==> src/rtl/csr_rmw_pkg.sv <==
package csr_rmw_pkg;
  localparam int IDX_W  = 5;
  localparam int ADDR_W = 12;

  // op[2] selects the immediate operand, op[1:0] selects the update kind
  typedef enum logic [1:0] {
    K_NONE  = 2'b00,
    K_WRITE = 2'b01,
    K_SET   = 2'b10,
    K_CLEAR = 2'b11
  } csr_kind_e;
endpackage

==> src/rtl/csr_op_decode.sv <==
module csr_op_decode
  import csr_rmw_pkg::*;
#(
  parameter int XLEN = 64
) (
  input  logic [2:0]       op,
  input  logic [IDX_W-1:0] rd_idx,
  input  logic [IDX_W-1:0] rs1_idx,
  input  logic [XLEN-1:0]  rs1_val,
  input  logic             mode32,
  output logic             op_ok,
  output logic             want_read,
  output logic             want_write,
  output logic [XLEN-1:0]  src,
  output logic [XLEN-1:0]  mask
);
  localparam logic [XLEN-1:0] LOW_MASK = {XLEN{1'b1}} >> (XLEN - 32);

  logic [XLEN-1:0] operand;
  csr_kind_e       kind;

  assign kind    = csr_kind_e'(op[1:0]);
  assign operand = op[2] ? {{(XLEN-IDX_W){1'b0}}, rs1_idx} : rs1_val;

  always_comb begin
    op_ok      = 1'b1;
    want_read  = 1'b1;
    want_write = 1'b1;
    src        = '0;
    mask       = '0;
    unique case (kind)
      K_WRITE: begin
        want_read = (rd_idx != '0);
        src       = operand;
        mask      = mode32 ? LOW_MASK : {XLEN{1'b1}};
      end
      K_SET: begin
        want_write = (rs1_idx != '0);
        src        = {XLEN{1'b1}};
        mask       = operand;
      end
      K_CLEAR: begin
        want_write = (rs1_idx != '0);
        src        = '0;
        mask       = operand;
      end
      default: begin
        op_ok      = 1'b0;
        want_read  = 1'b0;
        want_write = 1'b0;
      end
    endcase
  end
endmodule

==> src/rtl/csr_store.sv <==
module csr_store
  import csr_rmw_pkg::*;
#(
  parameter int XLEN    = 64,
  parameter int NUM_CSR = 4,
  parameter logic [NUM_CSR*ADDR_W-1:0] CSR_ADDRS = '0,
  parameter logic [NUM_CSR*XLEN-1:0]   CSR_INIT  = '0
) (
  input  logic              clk,
  input  logic              rst,
  input  logic [ADDR_W-1:0] addr,
  input  logic              wr_en,
  input  logic [XLEN-1:0]   wdata,
  output logic              hit,
  output logic [XLEN-1:0]   rdata
);
  logic [NUM_CSR-1:0] match;
  logic [XLEN-1:0]    q [NUM_CSR];

  for (genvar i = 0; i < NUM_CSR; i++) begin : g_entry
    localparam logic [ADDR_W-1:0] A = CSR_ADDRS[i*ADDR_W +: ADDR_W];
    assign match[i] = (addr == A);

    always_ff @(posedge clk) begin
      if (rst)                   q[i] <= CSR_INIT[i*XLEN +: XLEN];
      else if (wr_en && match[i]) q[i] <= wdata;
    end

    // a granted write is visible on the next cycle
    assert_entry_update_R4: assert property (@(posedge clk) disable iff (rst)
      (wr_en && match[i]) |=> (q[i] == $past(wdata)));

    if (A[ADDR_W-1 -: 2] == 2'b11) begin : g_ro
      // the top never lets a read-only entry change
      assert_ro_stable_R9: assert property (@(posedge clk) disable iff (rst)
        $stable(q[i]));
    end
  end

  always_comb begin
    rdata = '0;
    for (int i = 0; i < NUM_CSR; i++)
      if (match[i]) rdata = rdata | q[i];
  end

  assign hit = |match;

  // addresses are unique, at most one entry matches
  assert_one_match_R8: assert property (@(posedge clk) disable iff (rst)
    $onehot0(match));
endmodule

==> src/rtl/csr_rmw_unit.sv <==
module csr_rmw_unit
  import csr_rmw_pkg::*;
#(
  parameter int XLEN    = 64,
  parameter int NUM_CSR = 4,
  parameter logic [NUM_CSR*ADDR_W-1:0] CSR_ADDRS =
    {12'hC01, 12'h305, 12'h341, 12'h340},
  parameter logic [NUM_CSR*XLEN-1:0] CSR_INIT =
    {64'h0000_0000_5EED_0001, 64'h100, 64'h0, 64'h0}
) (
  input  logic        clk,
  input  logic        rst,
  input  logic        valid_i,
  input  logic [2:0]  op_i,
  input  logic [4:0]  rd_idx_i,
  input  logic [4:0]  rs1_idx_i,
  input  logic [63:0] rs1_val_i,
  input  logic [11:0] csr_addr_i,
  input  logic        mode32_i,
  output logic [63:0] rd_data_o,
  output logic        rd_we_o,
  output logic        illegal_o,
  output logic        rd_side_o,
  output logic        wr_side_o
);
  logic            op_ok, want_read, want_write, hit, ro_region, go;
  logic [XLEN-1:0] src, mask, old_val, new_val;

  csr_op_decode #(.XLEN(XLEN)) u_dec (
    .op(op_i), .rd_idx(rd_idx_i), .rs1_idx(rs1_idx_i), .rs1_val(rs1_val_i),
    .mode32(mode32_i), .op_ok(op_ok), .want_read(want_read),
    .want_write(want_write), .src(src), .mask(mask)
  );

  csr_store #(.XLEN(XLEN), .NUM_CSR(NUM_CSR), .CSR_ADDRS(CSR_ADDRS),
              .CSR_INIT(CSR_INIT)) u_store (
    .clk(clk), .rst(rst), .addr(csr_addr_i), .wr_en(wr_side_o),
    .wdata(new_val), .hit(hit), .rdata(old_val)
  );

  assign ro_region = (csr_addr_i[11:10] == 2'b11);
  assign new_val   = (old_val & ~mask) | (src & mask);
  assign illegal_o = valid_i && (!op_ok || !hit || (want_write && ro_region));
  assign go        = valid_i && !illegal_o;
  assign rd_side_o = go && want_read;
  assign wr_side_o = go && want_write;
  assign rd_we_o   = rd_side_o && (rd_idx_i != 5'd0);
  assign rd_data_o = old_val;

  // an illegal access has no effect at all
  assert_illegal_quiet_R8: assert property (@(posedge clk) disable iff (rst)
    illegal_o |-> !(rd_side_o || wr_side_o || rd_we_o));
  // replace to destination 0 performs no read
  assert_wr_rd0_noread_R5: assert property (@(posedge clk) disable iff (rst)
    (valid_i && op_i[1:0] == 2'b01 && rd_idx_i == 5'd0) |-> !rd_side_o);
  // set/clear with rs1 field 0 performs no write
  assert_setclr_nowrite_R6: assert property (@(posedge clk) disable iff (rst)
    (valid_i && op_i[1] && rs1_idx_i == 5'd0) |-> !wr_side_o);
  // idle cycle is quiet
  assert_idle_quiet_R12: assert property (@(posedge clk) disable iff (rst)
    !valid_i |-> !(rd_side_o || wr_side_o || rd_we_o || illegal_o));
  // no write strobe ever reaches the read-only region
  assert_ro_nowrite_R9: assert property (@(posedge clk) disable iff (rst)
    wr_side_o |-> (csr_addr_i[11:10] != 2'b11));
endmodule

==> config.mk <==
export PLATFORM = sky130hd
export DESIGN_NAME = csr_rmw_unit
export DESIGN_NICKNAME = d
export VERILOG_FILES = /design/src/rtl/csr_rmw_pkg.sv /design/src/rtl/csr_op_decode.sv /design/src/rtl/csr_store.sv /design/src/rtl/csr_rmw_unit.sv
export SDC_FILE = /design/constraint.sdc
export NUM_CORES = 1
export LEC_CHECK = 0
export CAP_MARGIN = 15
export CELL_PAD_IN_SITES_DETAIL_PLACEMENT = 2
export CELL_PAD_IN_SITES_GLOBAL_PLACEMENT = 2
export CORE_MARGIN = 8
export CORE_UTILIZATION = 42
export CTS_BUF_LIST = sky130_fd_sc_hd__clkbuf_8 sky130_fd_sc_hd__clkbuf_16
export DETAILED_ROUTE_END_ITERATION = 6
export DONT_BUFFER_PORTS = 1
export PLACE_DENSITY = 0.83
export SYNTH_ARGS = -nofsm -noshare
export SYNTH_HDL_FRONTEND = slang
export SYNTH_HIERARCHICAL = 1
export SYNTH_SLANG_ARGS = --single-unit
==> constraint.sdc <==
create_clock -name clk -period 7.68 [get_ports clk]
set_clock_uncertainty 0.2 [all_clocks]
set_input_delay 0.384 -clock clk [delete_from_list [all_inputs] [get_ports clk]]
set_output_delay 0.384 -clock clk [all_outputs]
set_load 0.1 [all_outputs]
After elaboration in Yosys (flattened, before gate mapping)
Memory sizes are Yosys's and may differ from the RTL's.
Index checks and enable logic that the tools add are counted.

cells by class
  reductions and logical operators = 20
  muxes and demuxes = 29
  eq/ne operators = 8
  bitwise logic cells = 11

operators with widths
  cell                                                                     number
  64-bit 2-to-1 mux                                                        10
  64-bit OR                                                                4
  64-bit case mux with 2 select lines                                      2
  64-bit bitwise AND                                                       2
  64-bit NOT                                                               1
  12-bit by 10-bit equality test with 1-bit output, second input constant  3
  1-bit 2-to-1 mux                                                         15
  12-bit equality test, second input constant                              1
  1-bit logical AND                                                        10
  5-bit nonzero test                                                       2
  2-bit equality test, second input constant                               3
  1-bit OR                                                                 4
  1-bit case mux with 2 select lines                                       2
  4-bit OR reduction                                                       1
  1-bit zero test                                                          3
  3-bit OR reduction                                                       1
  2-bit by 1-bit equality test with 1-bit output, second input constant    1
  1-bit logical OR                                                         2
  2-bit OR reduction                                                       1

storage, ports and cells
  input port bits = 93
  RAM bits = 256
  memories = 1
  output and inout port bits = 68
  bits in registers = 0

memories
  memory     words  bits a word  rd ports  clocked after Yosys merged registers in  write ports  line             text
  u_store.q  4      64           4         0                                        4            csr_store.sv:18  logic [XLEN-1:0] q [NUM_CSR];

Logic depth before layout (Yosys ltp)
Gate-level depths: netlist of run 1.

  word-level depth = 15
  mapped depth = 14
  depth with buffers taken out = 9

Hierarchy
Netlist of run 1, hierarchy kept.

modules (own cells, without submodules)
  module         times used  area an instance (um^2)  cells an instance  seq. area each (um^2)
  csr_store      1           11,767.5                 955                7,687.4
  csr_op_decode  1           2,073.2                  322                0.0
  csr_rmw_unit   1           790.8                    73                 0.0

Worst setup path before layout of run 1
Ideal clock, no wire load.

  path type = input -> register
  start point = input port csr_addr_i[8]
  end point = memory u_store.q[0][0], enable pin
  required time = 6.981 ns
  setup slack = 1.640 ns
  library setup time = 0.499 ns
  buffers on the path = 2
  stages = 10
  arrival = 5.340 ns
  cell sequence = and4bb_2 and4_1 buf_2 buf_2 a21o_1 nand2_2 a31oi_4 and3_2 nand3_1 o21bai_1

RTL lines
  what                line                text
  start: declaration  csr_rmw_unit.sv:18  input logic [11:0] csr_addr_i,
  end: declaration    csr_store.sv:18

==> results.json, run 1 <==
{
  "regMostFlops": "u_store/q",
  "max_freq_mhz": 205,
  "cts_tree": "built",
  "dr.pass1.iters": 5,
  "slew_headroom_pct": 20.8,
  "period_share_pct": 63.6,
  "grt_pass1_vias": 12000,
  "fin_cells": 1726,
  "yosys-top-cells-area": "edfxtp_1 (53%), nor3_1 (8.4%), mux2_2 (4.9%)",
  "synth.top_cells.by_count": "edfxtp_1 (256), nor3_1 (245), nand2_1 (97), mux2i_1 (69), inv_1 (68)",
  "ff2ff_path_depth": 6,
  "cts.sinks": 256,
  "post_cts_resized": 0,
  "synth_nets": 1447,
  "criticalPathCategory": "input port to flop",
  "critPathCapture": "u_store/q[1][37]",
  "worst_pin_slew_ps": 1190,
  "wl_per_cell_um": 29.4,
  "wl_um": 50700,
  "period_minus_slack_ps": 4880,
  "place_congestion": 0.741,
  "cts_buffers": 26,
  "drive_above_1_share_pct": 19.7,
  "start_util_pct": 42.5,
  "synth_edf_count": 256,
  "cp.arrival_ps": 4850,
  "avgSynthCellArea_um2": 10.8,
  "rsz0062_at_grt": "false",
  "max_cap_viol_count": 0,
  "reg2reg_to": "u_store/q[0][11]",
  "vias_per_cell": 6.39,
  "grt_pass1_wl_um": 76600,
  "synth_cell_types": 43,
  "synth_area_leader_cell": "edfxtp_1",
  "clockRootBuffer": "clkbuf_16",
  "cts.path.max_buffers": 3,
  "clkLatencyLatePin_ps": 540,
  "r2r_slack_ps": 4850,
  "grt_overflow": 0,
  "grt_max_degree": 129,
  "ys_warn_count": 6,
  "p_per_area_mw_per_mm2": 204,
  "antenna_found_initial": 1,
  "hold_slack_ps": 129,
  "coreArea_mm2": 0.0345,
  "cts_hold_buf": 0,
  "die-area_mm2": 0.0411,
  "rr_startpoint": "u_store/q[0][11]",
  "dp_hpwl_um": 31000,
  "pin_count": 161,
  "ir_drop_v": 0.000143,
  "nNetsFinal": 1348,
  "finalSetupTns_ps": 0,
  "antenna_left": 0,
  "area_delta_synth_final_pct": 6.58,
  "htreeDepth": 1,
  "async_flop_share_pct": 0,
  "hp-class": "input port to flop",
  "hold_violations": 0,
  "cts_setup_buffers": 0,
  "ys_seq_area_share_pct": 52.5,
  "worstSetupEndpointType": "flop",
  "clk_pin_slew_ps": 60,
  "drt_iter0_drc": 856,
  "syn-instance-count": 1350,
  "synth_area_mm2": 0.0146,
  "cp-startpoint": "csr_addr_i[5]",
  "critPathLaunchType": "input port",
  "status": "finished, final reports clean",
  "slew_viol_final": 0,
  "place_ws_ps": 2200,
  "p_leak_nw": 5.00,
  "largest_reg_flops": 256,
  "path_max_fanout": 35,
  "dpl.cell_count": 1676,
  "track_usage_pct": 23.9,
  "setup_viol": 0,
  "largestRegisters": "u_store/q x256",
  "rows": 68,
  "drc_errors": 0,
  "port_buffers": 0,
  "crit_required_ps": 7650,
  "synth_ff_type": "edfxtp_1",
  "yosysMostFrequentCell": "edfxtp_1",
  "layout_setup_ws_ps": 2800,
  "die_h_um": 203,
  "vias": 11000,
  "ys_ff_latch": 256,
  "die_w_um": 203,
  "synth_top_area_share_pct": 52.5
}
## worst max-delay path, stage by stage
cell	delay, ps
nor3_2	440
and4_2	850
a21o_1	190
nand2_2	80
a31oi_4	190
and3_2	640
nand3_1	450
o21bai_4	970
buf_4	610
## per-layer routing
layer	share of wire (%)	wire length (um)	track usage, %
met5	0	0	0
met4	2.4	1200	6.86
met3	8.0	4060	5.59
met2	49	24900	40.4
met1	41	20600	30.1
## cell type report
cell class | instances | area (um^2)
Clock inverter | 20 | 196
Inverter | 69 | 262
Tap cell | 455 | 569
Multi-Input combinational cell | 877 | 6010
Timing Repair Buffer | 21 | 190
Antenna cell | 1 | 2.50
Fill cell | 3521 | 18900
Clock buffer | 27 | 676
Sequential cell | 256 | 7690
## how the worst min path moves through the flow
stage	startpoint	end	slack (ps)	cells past startpoint
final	rs1_val_i[19]	u_store/q[3][19]	130	4
after global routing	rs1_val_i[19]	u_store/q[3][19]	150	4
after CTS	rs1_val_i[19]	u_store/q[3][19]	120	4
after detailed placement	rs1_val_i[19]	u_store/q[3][19]	680	4
after global placement	rs1_val_i[19]	u_store/q[3][19]	660	4
after floorplan	csr_addr_i[2]	u_store/q[2][8]	420	2
## cells by family (layout without fill, tap and decap cells)
kind of cell	Yosys count	after routing	synth area share [%]
AO/OA/AOI/OAI	239	239	12.2
AND/OR/NAND/NOR	501	501	18.4
buffers and inverters	217	137	6.87
adder cells (fa/ha/maj)	4	4	0.342
flip-flops	256	256	52.5
multiplexers	133	133	9.65
other	0	1	0
## placed cells by master (no fill, tap or decap), drive strengths merged, types with 2 or more instances in the layout
| master | n |
|---|---|
| bufinv | 4 |
| o21ai | 6 |
| a31oi | 61 |
| nor2 | 3 |
| nor2b | 62 |
| and4bb | 2 |
| or4b | 2 |
| clkbuf | 27 |
| and4 | 2 |
| mux2i | 69 |
| nor4b | 2 |
| inv | 76 |
| o21bai | 3 |
| a21o | 3 |
| o22ai | 64 |
| mux2 | 64 |
| clkinvlp | 2 |
| clkinv | 7 |
| or3 | 13 |
| a21oi | 38 |
| nand2 | 98 |
| ha | 4 |
| edfxtp | 256 |
| nor3 | 246 |
| nand2b | 3 |
| and3 | 2 |
| buf | 21 |
| nand3 | 61 |
| a22o | 64 |
## metrics by stage
stage / util [%] / total power [mW] / instance area, um^2
after detailed placement: 42.6 / 1.89 / 14700
final: 45.3 / 3.19 / 15600
after global routing: 45.3 / 3.27 / 15600
after CTS: 45.1 / 3.21 / 15500
after floorplan: - / 1.84 / 14600
after global placement: 42.6 / 1.87 / 14700
## power breakdown
group          internal [mW]  total, mW  leakage [nW]  switching (mW)
Sequential              1.59       1.61          2.60          0.0198
Clock                  0.769       1.32         0.444           0.548
Combinational         0.0865      0.264          1.96           0.177
(Power assumes the default switching activity.)
==> run 2, diff against run 1 <==
==> constraint.sdc (replaced) <==
create_clock -name clk -period 4.96 [get_ports clk]
set_clock_uncertainty 0.2 [all_clocks]
set_input_delay 0.248 -clock clk [delete_from_list [all_inputs] [get_ports clk]]
set_output_delay 0.248 -clock clk [all_outputs]
set_load 0.1 [all_outputs]
==> results.json, run 2 (synthesized netlist as in run 1, its figures left out) <==
{
  "status": "finished, final reports clean",
  "mostFrequentLayoutCells": "edfxtp_1 (256), nor3_1 (245), nand2_1 (95)",
  "hold_path_end": "u_store/q[3][16]",
  "drc_errors": 0,
  "final_common_cell": "edfxtp_1",
  "dr.pass1.iters": 5,
  "die_w_um": 203,
  "ff2ff_path_depth": 5,
  "largest_reg_flops": 256,
  "r2r_slack_ps": 2550,
  "post_cts_resized": 0,
  "power.total_mw": 4.98,
  "track_usage_pct": 24.9,
  "path_max_fanout": 86,
  "max_cap_viol_count": 0,
  "cts_tree": "built",
  "regMostFlops": "u_store/q",
  "vias": 11300,
  "cts_buffers": 29,
  "htreeDepth": 1,
  "place_ws_ps": 791,
  "vias_per_cell": 6.38,
  "wl_um": 52800,
  "cts_setup_buffers": 0,
  "critPathLaunchType": "input port",
  "cp.arrival_ps": 3770,
  "crit_required_ps": 5080,
  "worst_pin_slew_ps": 1180,
  "period_share_pct": 73.6,
  "layout_setup_ws_ps": 1310,
  "grt_max_degree": 87,
  "criticalPathCategory": "input port to flop",
  "rr_startpoint": "u_store/q[0][22]",
  "p_seq_share_pct": 49.8,
  "port_buffers": 0,
  "largestRegisters": "u_store/q x256",
  "worstSetupEndpointType": "flop",
  "cts.sinks": 256,
  "p_per_area_mw_per_mm2": 312,
  "cts_hold_buf": 7,
  "rsz0062_at_grt": "false",
  "hold_violations": 0,
  "clkPwrFrac_pct": 41.6,
  "antenna_left": 0,
  "wl_per_cell_um": 29.9,
  "coreArea_mm2": 0.0345,
  "worstHoldStart": "rs1_val_i[16]",
  "area_delta_synth_final_pct": 8.91,
  "clkLatencyLatePin_ps": 540,
  "p_leak_nw": 5.21,
  "start_util_pct": 42.5,
  "period_minus_slack_ps": 3650,
  "clockRootBuffer": "clkbuf_16",
  "fin_area_mm2": 0.0159,
  "clk_pin_slew_ps": 60,
  "dp_hpwl_um": 30400,
  "fillers": 3466,
  "die-area_mm2": 0.0411,
  "place_congestion": 0.726,
  "p_comb_share_pct": 8.5,
  "max_freq_mhz": 274,
  "drive_above_1_share_pct": 21.5,
  "slew_viol_final": 0,
  "drt_iter0_drc": 715,
  "slew_headroom_pct": 21.1,
  "p_sw_share_pct": 23.6,
  "setup_viol": 0,
  "grt_pass1_vias": 12500,
  "ir_drop_v": 0.000305,
  "hold_path_depth": 4,
  "grt_pass1_wl_um": 79400,
  "cts.path.max_buffers": 3,
  "p_sw_mw": 1.18,
  "hp-class": "input port to flop",
  "nNetsFinal": 1388,
  "grt_overflow": 0,
  "die_h_um": 203,
  "finalSetupTns_ps": 0,
  "pin_count": 161,
  "reg2reg_to": "u_store/q[3][22]",
  "antenna_found_initial": 0,
  "rows": 68,
  "place_area_mm2": 0.0149,
  "internal_power_mw": 3.80
}
## run 2: cell count changes in the layout (fill, tap and decap cells not counted), sizes merged
cell and delta:
buf +30, bufinv -1, clkbuf +2, clkinv +6, clkinvlp -2, dlygate4sd3 +7, inv -2
## run 2: layer usage
layer  vias to the layer above  track usage, %  wire, um
met5                         -               0         0
met2                       398            43.3     26200
met3                        76            6.47      4100
met4                         0            5.75      1030
li1                       4934               -         -
met1                      5863            30.4     21400
## run 2: worst max-delay path, cell delays in order
cell,delay (ps)
nor3_2,510
and4_2,360
a21o_1,110
nand2_2,60
a31oi_4,200
and3_2,210
buf_4,320
nor2b_1,310
nand3_4,390
buf_4,570
nor3_1,410
## run 2: how the worst max path moves through the flow
stage	start	to	slack (ps)	depth (start not counted)
final	csr_addr_i[5]	u_store/q[1][47]	1310	11
after global routing	csr_addr_i[5]	u_store/q[1][47]	1190	11
after CTS	csr_addr_i[5]	u_store/q[1][47]	1340	11
after detailed placement	csr_addr_i[5]	u_store/q[1][47]	790	11
after global placement	csr_addr_i[5]	u_store/q[1][42]	1120	11
after floorplan	csr_addr_i[8]	u_store/q[0][0]	-940	10
## run 2: cell type report
cell class              instances  area (um^2)  area share [%]
inverters                      69          262            1.64
multi-input cells             877         6010            37.7
clock buffers                  29          726            4.55
diodes                          1         2.50          0.0157
well taps                     455          569            3.57
clock inverters                21          174            1.09
repair buffers                 58          503            3.16
flip-flops and latches        256         7690            48.2
## run 2: power groups by stage
stage	clock, mW	sequential [mW]	combinational [mW]
floorplan	0	2.52	0.327
global placement	0	2.52	0.392
detailed placement	0	2.53	0.412
CTS	2.11	2.48	0.421
global route	2.18	2.49	0.453
finish	2.07	2.48	0.424
## run 2: per-stage QoR
stage	std cells	hold WS, ps	util (%)
after floorplan	1350	283	-
after global placement	1707	326	43.4
after detailed placement	1707	325	43.4
after CTS	1764	1.72	46.2
after global routing	1765	39.2	46.2
final	1766	6.73	46.2
==> run 3, diff against run 2 <==
==> constraint.sdc (replaced) <==
create_clock -name clk -period 3.77 [get_ports clk]
set_clock_uncertainty 0.2 [all_clocks]
set_input_delay 0.1885 -clock clk [delete_from_list [all_inputs] [get_ports clk]]
set_output_delay 0.1885 -clock clk [all_outputs]
set_load 0.1 [all_outputs]
==> results.json, run 3 (synthesized netlist as in run 1, its figures left out) <==
{
  "status": "complete, but fails checks",
  "violations": "DRC",
  "layout_setup_ws_ps": 419,
  "finalSetupTns_ps": 0,
  "antenna_left": 0,
  "cp.arrival_ps": 3510,
  "dp_hpwl_um": 31900,
  "criticalPathCategory": "input port to flop",
  "cpMostUsedCell": "dlygate4sd3_1",
  "rsz0062_at_grt": "false",
  "regMostFlops": "u_store/q",
  "place_ws_ps": 503,
  "num_antenna_cells": 0,
  "critPathLaunchType": "input port",
  "die_w_um": 203,
  "crit_chain": "dlygate4sd3_1, nor3_2, and4_2, a21o_1, nand2_2, a31oi_4, and3_4, nor2b_1, nand3_4, dlygate4sd3_1, nor3_1",
  "place_congestion": 0.796,
  "antenna_found_initial": 1,
  "slew_headroom_pct": 22.2,
  "period_minus_slack_ps": 3350,
  "clockRootBuffer": "clkbuf_16",
  "grt_max_degree": 148,
  "vias_per_cell": 6.40,
  "crit_path_max_incr_delay_ps": 800,
  "cts_buffers": 28,
  "cp-startpoint": "csr_addr_i[7]",
  "htreeDepth": 1,
  "drc_errors": 4,
  "hold_path_depth": 4,
  "p_leak_nw": 5.59,
  "p_per_area_mw_per_mm2": 396,
  "worstHoldStart": "op_i[1]",
  "hp-class": "input port to flop",
  "max_freq_mhz": 298,
  "slew_viol_final": 0,
  "wl_um": 54100,
  "clk_pin_slew_ps": 60,
  "dr.pass1.iters": 7,
  "cts_setup_buffers": 0,
  "grt_overflow": 0,
  "area_delta_synth_final_pct": 13.4,
  "hold_violations": 0,
  "final_common_cell": "edfxtp_1",
  "vias": 11800,
  "cts.sinks": 256,
  "rows": 68,
  "cts.path.max_buffers": 3,
  "max_cap_viol_count": 0,
  "pin_count": 161,
  "wl_per_cell_um": 29.5,
  "setup_viol": 0,
  "nNetsFinal": 1459,
  "port_buffers": 0,
  "mostFrequentLayoutCells": "edfxtp_1 (256), nor3_1 (245), buf_4 (96)",
  "coreArea_mm2": 0.0345,
  "slowest_stage": "dlygate4sd3_1",
  "period_share_pct": 88.9,
  "grt_pass1_wl_um": 81900,
  "die-area_mm2": 0.0411,
  "clkLatencyLatePin_ps": 550,
  "worst_pin_slew_ps": 1170,
  "track_usage_pct": 25.5,
  "ir_drop_v": 0.000350,
  "seq_area_mm2": 0.00769,
  "grt_pass1_vias": 13100,
  "start_util_pct": 42.5,
  "path_max_fanout": 14,
  "fillers": 3454,
  "die_h_um": 203,
  "drt_iter0_drc": 861,
  "final_util_pct": 48.2,
  "cts_tree": "built",
  "drive_above_1_share_pct": 24.1,
  "rr_startpoint": "u_store/q[0][23]",
  "multi_input_area_mm2": 0.00602,
  "worstSetupEndpointType": "flop",
  "largestRegisters": "u_store/q x256",
  "largest_reg_flops": 256,
  "crit_required_ps": 3930,
  "ff2ff_path_depth": 6
}
run 3: metal layers:
layer	track usage [%]	vias to the layer above	wire [um]
li1	-	5075	-
met1	31.2	6108	21800
met2	44.5	481	27100
met3	5.47	87	4030
met4	8.05	2	1260
met5	0	-	19
run 3: cell type report:
type | instances | share of cell area, %
clock buffer | 29 | 4.37
clock inverter | 21 | 0.973
inverter | 69 | 1.58
multi-input combinational | 877 | 36.3
sequential | 256 | 46.3
tap | 455 | 3.43
timing repair buffer | 130 | 7.04
run 3: path summary, 6_finish.rpt:
| path | endpoint | slack (ps) |
|---|---|---|
| max | u_store/q[1][6] | 420 |
| min | u_store/q[3][27] | 7 |
| max reg2reg | u_store/q[3][23] | 1040 |
| min reg2reg | u_store/q[3][26] | 660 |
run 3: metrics by stage:
stage / std cells / cell area, um^2 / hold slack (ps) / total power [mW]
2_1_floorplan: 1350 / 14700 / 223 / 3.74
3_3_place_gp: 1762 / 15400 / 469 / 3.84
3_5_place_dp: 1762 / 15400 / 497 / 3.88
4_1_cts: 1836 / 16600 / 0.0728 / 6.60
5_1_grt: 1837 / 16600 / 12.3 / 6.73
6_report: 1837 / 16600 / 7.22 / 6.57
run 3: power breakdown:
part           internal, mW  total (mW)  switching, mW
combinational         0.214       0.598          0.384
clock                  1.58        2.71           1.13
sequential             3.23        3.27         0.0376
total                  5.02        6.57           1.55
run 3: timing repair:
| action | CTS | global route |
|---|---|---|
| hold endpoints to repair | 80 | 0 |
| hold buffers | 24 | 0 |
| gates resized for setup | 0 | 0 |
run 3: worst max-delay path, delay by kind of cell:
kind | cells | cell delay (ps)
AOI/OAI and AO/OA | 2 | 310
buffers and inverters | 2 | 1350
and+or+nand+nor | 7 | 1660
